[src/rtl/vcc_pkg.sv]
// Package: shared flag layout and types for the carry-chain adder.
// Assumes flags are always carried as {N,Z,C,V}, most significant first.
package vcc_pkg;
    localparam int FLAG_W = 4;
    localparam int FLAG_N = 3;
    localparam int FLAG_Z = 2;
    localparam int FLAG_C = 1;
    localparam int FLAG_V = 0;
    typedef logic [FLAG_W-1:0] nzcv_t;
endpackage

[src/rtl/vcc_carry_seed.sv]
// Module: picks the starting flags and the initial carry of the chain.
// Assumes the fixed variant carries 0 for add and 1 for subtract, and
// falls back to the live flags when the first beat is skipped.
module vcc_carry_seed
    import vcc_pkg::*;
(
    input  logic  op_sub,
    input  logic  fixed_carry,
    input  logic  skip_first,
    input  nzcv_t flags_in,
    output nzcv_t base_flags,
    output logic  seed_carry
);
    logic use_fixed;

    // Purpose: decide whether the constant starting carry applies.
    always_comb begin
        use_fixed = fixed_carry & ~skip_first;
    end

    // Purpose: build the starting flags and pull out the seed carry.
    always_comb begin
        if (use_fixed) begin
            base_flags         = '0;
            base_flags[FLAG_C] = op_sub;
        end else begin
            base_flags = flags_in;
        end
        seed_carry = base_flags[FLAG_C];
    end
endmodule

[src/rtl/vcc_lane.sv]
// Module: one lane of the chained adder with byte-wise destination merge.
// Assumes bmask[0] is the lane's lowest byte and gates the carry update.
module vcc_lane #(
    parameter int LANE_W = 32
) (
    input  logic [LANE_W-1:0]   a,
    input  logic [LANE_W-1:0]   b,
    input  logic [LANE_W-1:0]   old,
    input  logic                sub,
    input  logic                cin,
    input  logic [LANE_W/8-1:0] bmask,
    output logic [LANE_W-1:0]   merged,
    output logic                cout_run
);
    localparam int BYTES = LANE_W / 8;

    logic [LANE_W-1:0] b_eff;
    logic [LANE_W:0]   sum;

    // Purpose: invert the second operand for subtract, then add with carry.
    always_comb begin
        b_eff = sub ? ~b : b;
        sum   = {1'b0, a} + {1'b0, b_eff} + {{LANE_W{1'b0}}, cin};
    end

    // Purpose: pass the lane carry on only when the lane's low byte is enabled.
    always_comb begin
        cout_run = bmask[0] ? sum[LANE_W] : cin;
    end

    for (genvar k = 0; k < BYTES; k++) begin : g_byte
        // Purpose: keep or replace one destination byte.
        always_comb begin
            merged[8*k +: 8] = bmask[k] ? sum[8*k +: 8] : old[8*k +: 8];
        end
    end
endmodule

[src/rtl/vcc_flag_merge.sv]
// Module: forms the outgoing flags from the chain result.
// Assumes any_active is high when at least one lane advanced the carry.
module vcc_flag_merge
    import vcc_pkg::*;
(
    input  nzcv_t base_flags,
    input  logic  any_active,
    input  logic  final_carry,
    output nzcv_t flags_out
);
    // Purpose: clear N/Z/V and load C when the chain ran, else keep start flags.
    always_comb begin
        if (any_active) begin
            flags_out         = '0;
            flags_out[FLAG_C] = final_carry;
        end else begin
            flags_out = base_flags;
        end
    end
endmodule

[src/rtl/vcc_top.sv]
// Module: predicated vector add/subtract with carry chained across lanes.
// Assumes pred_mask carries one bit per destination byte and that lanes
// are processed from the least significant upward. REG_OUT selects an
// output register stage (1) or a purely combinational path (0).
module vcc_top
    import vcc_pkg::*;
#(
    parameter int LANES   = 4,
    parameter int LANE_W  = 32,
    parameter bit REG_OUT = 1'b1,
    localparam int VEC_W  = LANES * LANE_W,
    localparam int BYTES  = LANE_W / 8,
    localparam int MASK_W = LANES * BYTES
) (
    input  logic              clk,
    input  logic              rst_n,
    input  logic              in_valid,
    input  logic              op_sub,
    input  logic              fixed_carry,
    input  logic              skip_first,
    input  logic [MASK_W-1:0] pred_mask,
    input  logic [VEC_W-1:0]  dst_old,
    input  logic [VEC_W-1:0]  opn,
    input  logic [VEC_W-1:0]  opm,
    input  logic [3:0]        flags_in,
    output logic              out_valid,
    output logic [VEC_W-1:0]  dst_new,
    output logic [3:0]        flags_out
);
    nzcv_t             base_flags;
    nzcv_t             flags_c;
    logic [LANES:0]    chain;
    logic [LANES-1:0]  lane_on;
    logic              any_active;
    logic [VEC_W-1:0]  dst_c;

    vcc_carry_seed u_seed (
        .op_sub      (op_sub),
        .fixed_carry (fixed_carry),
        .skip_first  (skip_first),
        .flags_in    (flags_in),
        .base_flags  (base_flags),
        .seed_carry  (chain[0])
    );

    for (genvar e = 0; e < LANES; e++) begin : g_lane
        vcc_lane #(.LANE_W(LANE_W)) u_lane (
            .a        (opn[e*LANE_W +: LANE_W]),
            .b        (opm[e*LANE_W +: LANE_W]),
            .old      (dst_old[e*LANE_W +: LANE_W]),
            .sub      (op_sub),
            .cin      (chain[e]),
            .bmask    (pred_mask[e*BYTES +: BYTES]),
            .merged   (dst_c[e*LANE_W +: LANE_W]),
            .cout_run (chain[e+1])
        );
        // Purpose: note whether this lane advances the carry.
        always_comb begin
            lane_on[e] = pred_mask[e*BYTES];
        end
    end

    // Purpose: flags change only if some lane took part in the chain.
    always_comb begin
        any_active = |lane_on;
    end

    vcc_flag_merge u_flags (
        .base_flags  (base_flags),
        .any_active  (any_active),
        .final_carry (chain[LANES]),
        .flags_out   (flags_c)
    );

    if (REG_OUT) begin : g_reg
        // Purpose: output stage, loaded on valid, cleared by reset.
        always_ff @(posedge clk) begin
            if (!rst_n) begin
                out_valid <= 1'b0;
                dst_new   <= '0;
                flags_out <= '0;
            end else begin
                out_valid <= in_valid;
                if (in_valid) begin
                    dst_new   <= dst_c;
                    flags_out <= flags_c;
                end
            end
        end
    end else begin : g_comb
        // Purpose: bypass the register stage.
        always_comb begin
            out_valid = in_valid;
            dst_new   = dst_c;
            flags_out = flags_c;
        end
    end
endmodule

[config.mk]
export PLATFORM = sky130hd
export DESIGN_NAME = vcc_top
export DESIGN_NICKNAME = d
export VERILOG_FILES = /design/src/rtl/vcc_pkg.sv /design/src/rtl/vcc_carry_seed.sv /design/src/rtl/vcc_lane.sv /design/src/rtl/vcc_flag_merge.sv /design/src/rtl/vcc_top.sv
export SDC_FILE = /design/constraint.sdc
export NUM_CORES = 1
export LEC_CHECK = 0
export ABC_AREA = 1
export BUFFER_PORTS_ARGS = -buffer_cell sky130_fd_sc_hd__clkbuf_2
export CAP_MARGIN = 25
export CORE_MARGIN = 1.5
export CORE_UTILIZATION = 35
export CTS_CLUSTER_DIAMETER = 120
export DETAILED_ROUTE_END_ITERATION = 10
export PLACE_DENSITY = 0.66
export SYNTH_ARGS = -nofsm -noshare
export SYNTH_HDL_FRONTEND = slang
export SYNTH_SLANG_ARGS = --single-unit
[constraint.sdc]
create_clock -name clk -period 8.1 [get_ports clk]
set_input_delay 1.62 -clock clk [delete_from_list [all_inputs] [get_ports clk]]
set_output_delay 1.62 -clock clk [all_outputs]
set_load 0.03 [all_outputs]
# After elaboration in Yosys (flattened, before gate mapping)
# Cells that the tools add are included.
[op_classes]
muxes = 26
n_eq_ne = 0
shift = 0
magnitude_cmp = 0
div = 0
n_mul = 0
bitwise_logic = 6
n_addsub = 8
reduce_logical = 1
[ops]
columns = ["op", "count"]
rows = [
  ["$add 32x32->33", 4],
  ["$add 33x1->33", 4],
  ["$mux 32", 4],
  ["$mux 8", 16],
  ["$not 32->32", 4],
  ["$mux 4", 2],
  ["$mux 1", 4],
  ["$reduce_or 4->1", 1],
  ["$and 1x1->1", 1],
  ["$not 1->1", 1],
]
[word_totals]
latch_bits = 0
word_cells = 44
n_memories = 0
reg_bits = 133
ram_bits = 0
input_bits = 410
rom_bits = 0

# Depth between registers and ports, before layout
[logic_depth]
ltp_word = 12
depth_mapped = 58
ltp_nobuf = 58

# Modules after synthesis
# A second synthesis with hierarchy kept.
[hier_totals]
cells_unflattened = 3410
area_unflattened_um2 = 17936.0
[by_module_without_submodules]
columns = ["module", "cells_each", "area_per_inst_um2", "n_inst"]
rows = [
  ["vcc_lane at g_lane[2].u_lane ...", 637, 3106.7, 2],
  ["vcc_top", 842, 5405.2, 1],
  ["vcc_lane at g_lane[0].u_lane", 637, 3119.2, 1],
  ["vcc_lane at g_lane[1].u_lane", 634, 3096.7, 1],
  ["vcc_carry_seed", 13, 63.8, 1],
  ["vcc_flag_merge", 10, 37.5, 1],
]

# Least setup slack after synthesis
# OpenSTA, ideal clock, no wires.
[synth_timing]
path_type = "input to register"
start = "in op_sub"
end = "reg dst_new[122]"
t_required_ns = 7.968
stages = 55
path_buffers = 3
path_slack_ns = -0.295
t_arrival_ns = 8.263
cell_sequence = "clkbuf_1 -> buf_2 -> buf_2 -> xor2_1 -> fa_1 -> inv_1 -> fa_1 -> inv_1 -> nand2_1 -> nand2_1 -> nand3_1 -> nand2_2 -> nand2_2 -> nand2_4 -> nand2_2 -> nand2_2 -> nand2_1 -> fa_1 -> [19 not listed] -> nand3_1 -> nand2_2 -> nand3_1 -> nand3_1 -> nand2_2 -> fa_1 -> fa_1 -> inv_1 -> nand3_1 -> nand2_1 -> nand2_1 -> nand2_1 -> a21o_1 -> nand2_1 -> nand3_1 -> nor2_1 -> o21ai_1 -> a21oi_1"
[synth_via]
elab_chain_cells = 10
elab_cells_between_ends = 17
classes_between = "8 x add/sub; 9 x mux"
[synth_lines]
columns = ["item", "line_no", "text"]
rows = [
  ["from (decl)", "vcc_top.sv:18", "input logic op_sub,"],
  ["$mux 32", "vcc_lane.sv:22", "b_eff = sub ? ~b : b;"],
  ["$add 32x32->33", "vcc_lane.sv:23", "sum = {1'b0, a} + {1'b0, b_eff} + {{LANE_W{1'b0}}, cin};"],
  ["$add 33x1->33", "vcc_lane.sv:23", ""],
  ["$mux 1", "vcc_lane.sv:28", "cout_run = bmask[0] ? sum[LANE_W] : cin;"],
  ["$add 33x1->33", "vcc_lane.sv:23", ""],
  ["$mux 1", "vcc_lane.sv:28", ""],
  ["$add 33x1->33", "vcc_lane.sv:23", ""],
  ["$mux 1", "vcc_lane.sv:28", ""],
  ["$add 33x1->33 (*)", "vcc_lane.sv:23", ""],
  ["$mux 8 (*)", "vcc_lane.sv:34", "merged[8*k +: 8] = bmask[k] ? sum[8*k +: 8] : old[8*k +: 8];"],
  ["to (signal assigned)", "vcc_top.sv:85", "dst_new <= dst_c;"],
  ["to (decl)", "vcc_top.sv:27", "output logic [VEC_W-1:0] dst_new,"],
]
# Every way passes the cells marked *; elsewhere a longest branch is shown, timed or not.
# A chain may end at the register's enable or synchronous reset.

# Final worst setup path
[layout_timing]
start = "in skip_first"
end = "reg dst_new[118]"
[layout_via]
elab_chain_cells = 11
[layout_lines]
columns = ["item", "line_no", "text"]
rows = [
  ["from (decl)", "vcc_top.sv:20", "input logic skip_first,"],
  ["$not 1->1 (*)", "vcc_carry_seed.sv:18", "use_fixed = fixed_carry & ~skip_first;"],
  ["$and 1x1->1 (*)", "vcc_carry_seed.sv:18", ""],
  ["$mux 4 (*)", "vcc_carry_seed.sv:23", "if (use_fixed) begin"],
  ["$add 33x1->33", "vcc_lane.sv:23", ""],
  ["$mux 1 (*)", "vcc_lane.sv:28", ""],
  ["$add 33x1->33", "vcc_lane.sv:23", ""],
  ["$mux 1 (*)", "vcc_lane.sv:28", ""],
  ["$add 33x1->33", "vcc_lane.sv:23", ""],
  ["$mux 1 (*)", "vcc_lane.sv:28", ""],
  ["$add 33x1->33 (*)", "vcc_lane.sv:23", ""],
  ["$mux 8 (*)", "vcc_lane.sv:34", ""],
]
# Marks and branches as above.

==> results.cfg <==
[route]
vias = 18491
drc = 0
wire_per_inst_um = 18.5
final_antenna_net_count = 0
drt_iter0_drc = 1263
routed_wl_um = 66400
dr.pass1.iters = 5
vias_per_cell = 5.15

[yosys]
synth_top_area_cell = dfxtp_1
seq_area_frac_synth_pct = 17.9
synth_edf_count = 0
netlist_area_um2 = 14900
synth.area.top_cells = dfxtp_1 (18%), nand2_1 (15%), ha_1 (10%)
ys_ff_latch = 133
synth.distinct_cells = 40
synth_top_area_share_pct = 17.9
synthTopCellsByCount = nand2_1 (594), nor2_1 (323), a21oi_1 (281)
netlist_instances = 2426
yosysMostFrequentCell = nand2_1
synth_warnings = 0
synthArstFlopShare_pct = 0
dominantRegCellSynth = dfxtp_1
synth_fp_nets = 2968
syn_avg_cell_area_um2 = 6.14

[pwr]
p_leak_uw = 0.0101
switching_power_uw = 1450
p_seq_share_pct = 23.1
powerDensity_nw_per_um2 = 166
combPwrFrac_pct = 52.4
irDropWorstVdd_uv = 150
p_sw_share_pct = 44.7
p_clk_share_pct = 24.5
p_int_uw = 1800

[critical_path]
start_kind = input pin
rrSetupSlack_ps = 7330
arrival_ps = 8050
criticalPathCategory = in2reg
cp_common_cell = nand2_2
r2r_cells = 2
cp_slowest_cell = fa_2
r2r-start = dst_new[102]
r2r-end = dst_new[102]
crit_path_end_kind = register
critPathMaxStageDelay_ps = 420
crit_required_ps = 8500
worstPathMaxFanout = 4

[timing]
max_slew_margin_pct = 33.0
slew_violations = 0
holdWs_ps = 465
fin_crit_sh_pct = 94.5
setup_viol_count_final = 0
hold_viol = 0
min_period_ps = 7650
final.setup_skew_ps = 0
fmax_mhz = 131
tightestPinTransition_ps = 1010
setup_tns_ps = 0

[clock_tree]
cts_htree_levels = 4
cts_root_buf = clkbuf_16
cts_buffers = 17
cts_max_path_buffers = 2
cts_tree = done
clk_pin_slew_ps = 60
cts_sinks = 133
worstSkewPairLatency_ps = 480
hold_buffers = 0

[layout]
layout.nets = 3569
drive_gt1_share_pct = 25.6
seq_area_um2 = 2660
fin_area_um2 = 19600
area_delta_synth_final_pct = 31.3
multi_input_area_um2 = 11200
fillers = 4582

[placed_design]
place.gp.congestion = 0.980
port-buffer-count = 542
dpl_cell_area_um2 = 18800
dp_hpwl_um = 55600

[global_route]
grtUsageTotal_pct = 29.8
grt_pass1_wl_um = 101000
grt_max_degree = 78
gr-total-overflow = 0
grt_antenna_before_repair = 12
first_global_vias = 18533

[min_path]
hold_class = reg2reg
worstHoldPathCells = 2
worstHoldStart = dst_new[57]
holdPathEnd = dst_new[57]

[floorplan]
dieArea_um2 = 43800
io_pins = 543
die_y_um = 209
rows = 75
die_w_um = 209
start_util_pct = 35.5
core_um2 = 41900

[outcome]
outcome = complete, no violations

[run]
cap_violations = 0
-- cell families (layout without fill, tap and decap cells) --
| group | count (synthesis) | in the layout | synth area share [%] |
|---|---|---|---|
| AOI/OAI and AO/OA | 550 | 550 | 21.1 |
| xor gates and xnor gates | 187 | 187 | 11.0 |
| DFF | 133 | 133 | 17.9 |
| adders and majority gates | 132 | 132 | 11.5 |
| buffers and inverters | 304 | 917 | 7.79 |
| other | 0 | 10 | 0 |
| and+or+nand+nor | 1120 | 1120 | 30.7 |
-- metrics by stage --
stage	std cells	util [%]	worst slack (ps)	power, uW
2_1_floorplan	2426	-	19.9	1810
3_3_place_gp	3539	44.9	-276	2420
3_5_place_dp	3539	44.9	-495	2430
4_1_cts	3570	46.3	44.4	3230
5_1_grt	3585	46.6	-54.4	3460
6_report	3588	46.6	449	3250
-- cells in the final DEF (no fill, tap or decap), types with 3 or more instances in the layout --
cell type    n
a21boi_0    10
a21boi_1     3
a21o_1      24
a21oi_1    280
a21oi_2     11
a31oi_1     12
and3_1       4
buf_4      117
clkbuf_16   17
clkbuf_2   540
clkinv_1     4
clkinv_2     5
clkinv_4     5
dfxtp_1    133
diode_2     10
fa_2         8
ha_1       124
inv_1      211
inv_2        9
nand2_1    586
nand2_2     23
nand3_1    124
nand3_2     15
nand4_1      7
nor2_1     323
nor2_2       4
nor3_1      18
nor4_1       7
o211ai_1    38
o21a_1       9
o21ai_0     98
o21ai_1     21
o21ai_2      8
o21bai_1    33
xnor2_1     35
xor2_1     151
-- critical path: cells and delay by family --
family          cells  cell delay [ps]
compound gates      2              200
xor+xnor            1              170
fa+ha+maj           8             2480
buf+inv             9              700
simple gates       37             2870
-- power by group through the flow --
stage	logic, uW	clock network (uW)	registers (uW)
6_report	1700	795	751
5_1_grt	1870	837	757
4_1_cts	1670	811	750
3_5_place_dp	1660	0	764
3_3_place_gp	1650	0	762
2_1_floorplan	938	0	873
-- timing repair --
| item | in CTS | in global routing |
|---|---|---|
| buffers inserted | 0 | 8 |
| endpoints found under the setup margin | 2 | 29 |
| pin swaps | 0 | 13 |
| resized for setup | 1 | 30 |
| hold endpoints to repair | 0 | 0 |
-- worst max path at each step --
| stage | start | end | slack, ps | cells after the start |
|---|---|---|---|---|
| 2_1_floorplan | op_sub | dst_new[122] | 20 | 55 |
| 3_3_place_gp | skip_first | dst_new[126] | -280 | 58 |
| 3_5_place_dp | skip_first | dst_new[126] | -500 | 58 |
| 4_1_cts | skip_first | dst_new[126] | 40 | 58 |
| 5_1_grt | skip_first | dst_new[126] | -50 | 59 |
| 6_report | skip_first | dst_new[118] | 450 | 57 |
-- flip-flops by register name (all words and copies together), names as in the netlist --
signal / count
dst_new: 128
flags_out: 4
out_valid: 1
-- cell type report --
class	count	area share, %
antenna	10	0.128
timing repair buffer	660	18.5
sequential	133	13.6
multi-input combinational	1989	57.1
clock inverter	13	0.697
clock buffer	18	2.19
inverter	226	4.37
tap	539	3.45
-- routing by layer --
| metal | GRT usage (%) | vias to the layer above | routed length (um) |
|---|---|---|---|
| li1 | - | 9195 | - |
| met1 | 35.6 | 8466 | 27700 |
| met2 | 50.7 | 691 | 31200 |
| met3 | 7.06 | 135 | 4790 |
| met4 | 13.7 | 4 | 2690 |
| met5 | 0 | - | 29 |
No activity file was read; power rests on OpenSTA's default activity.
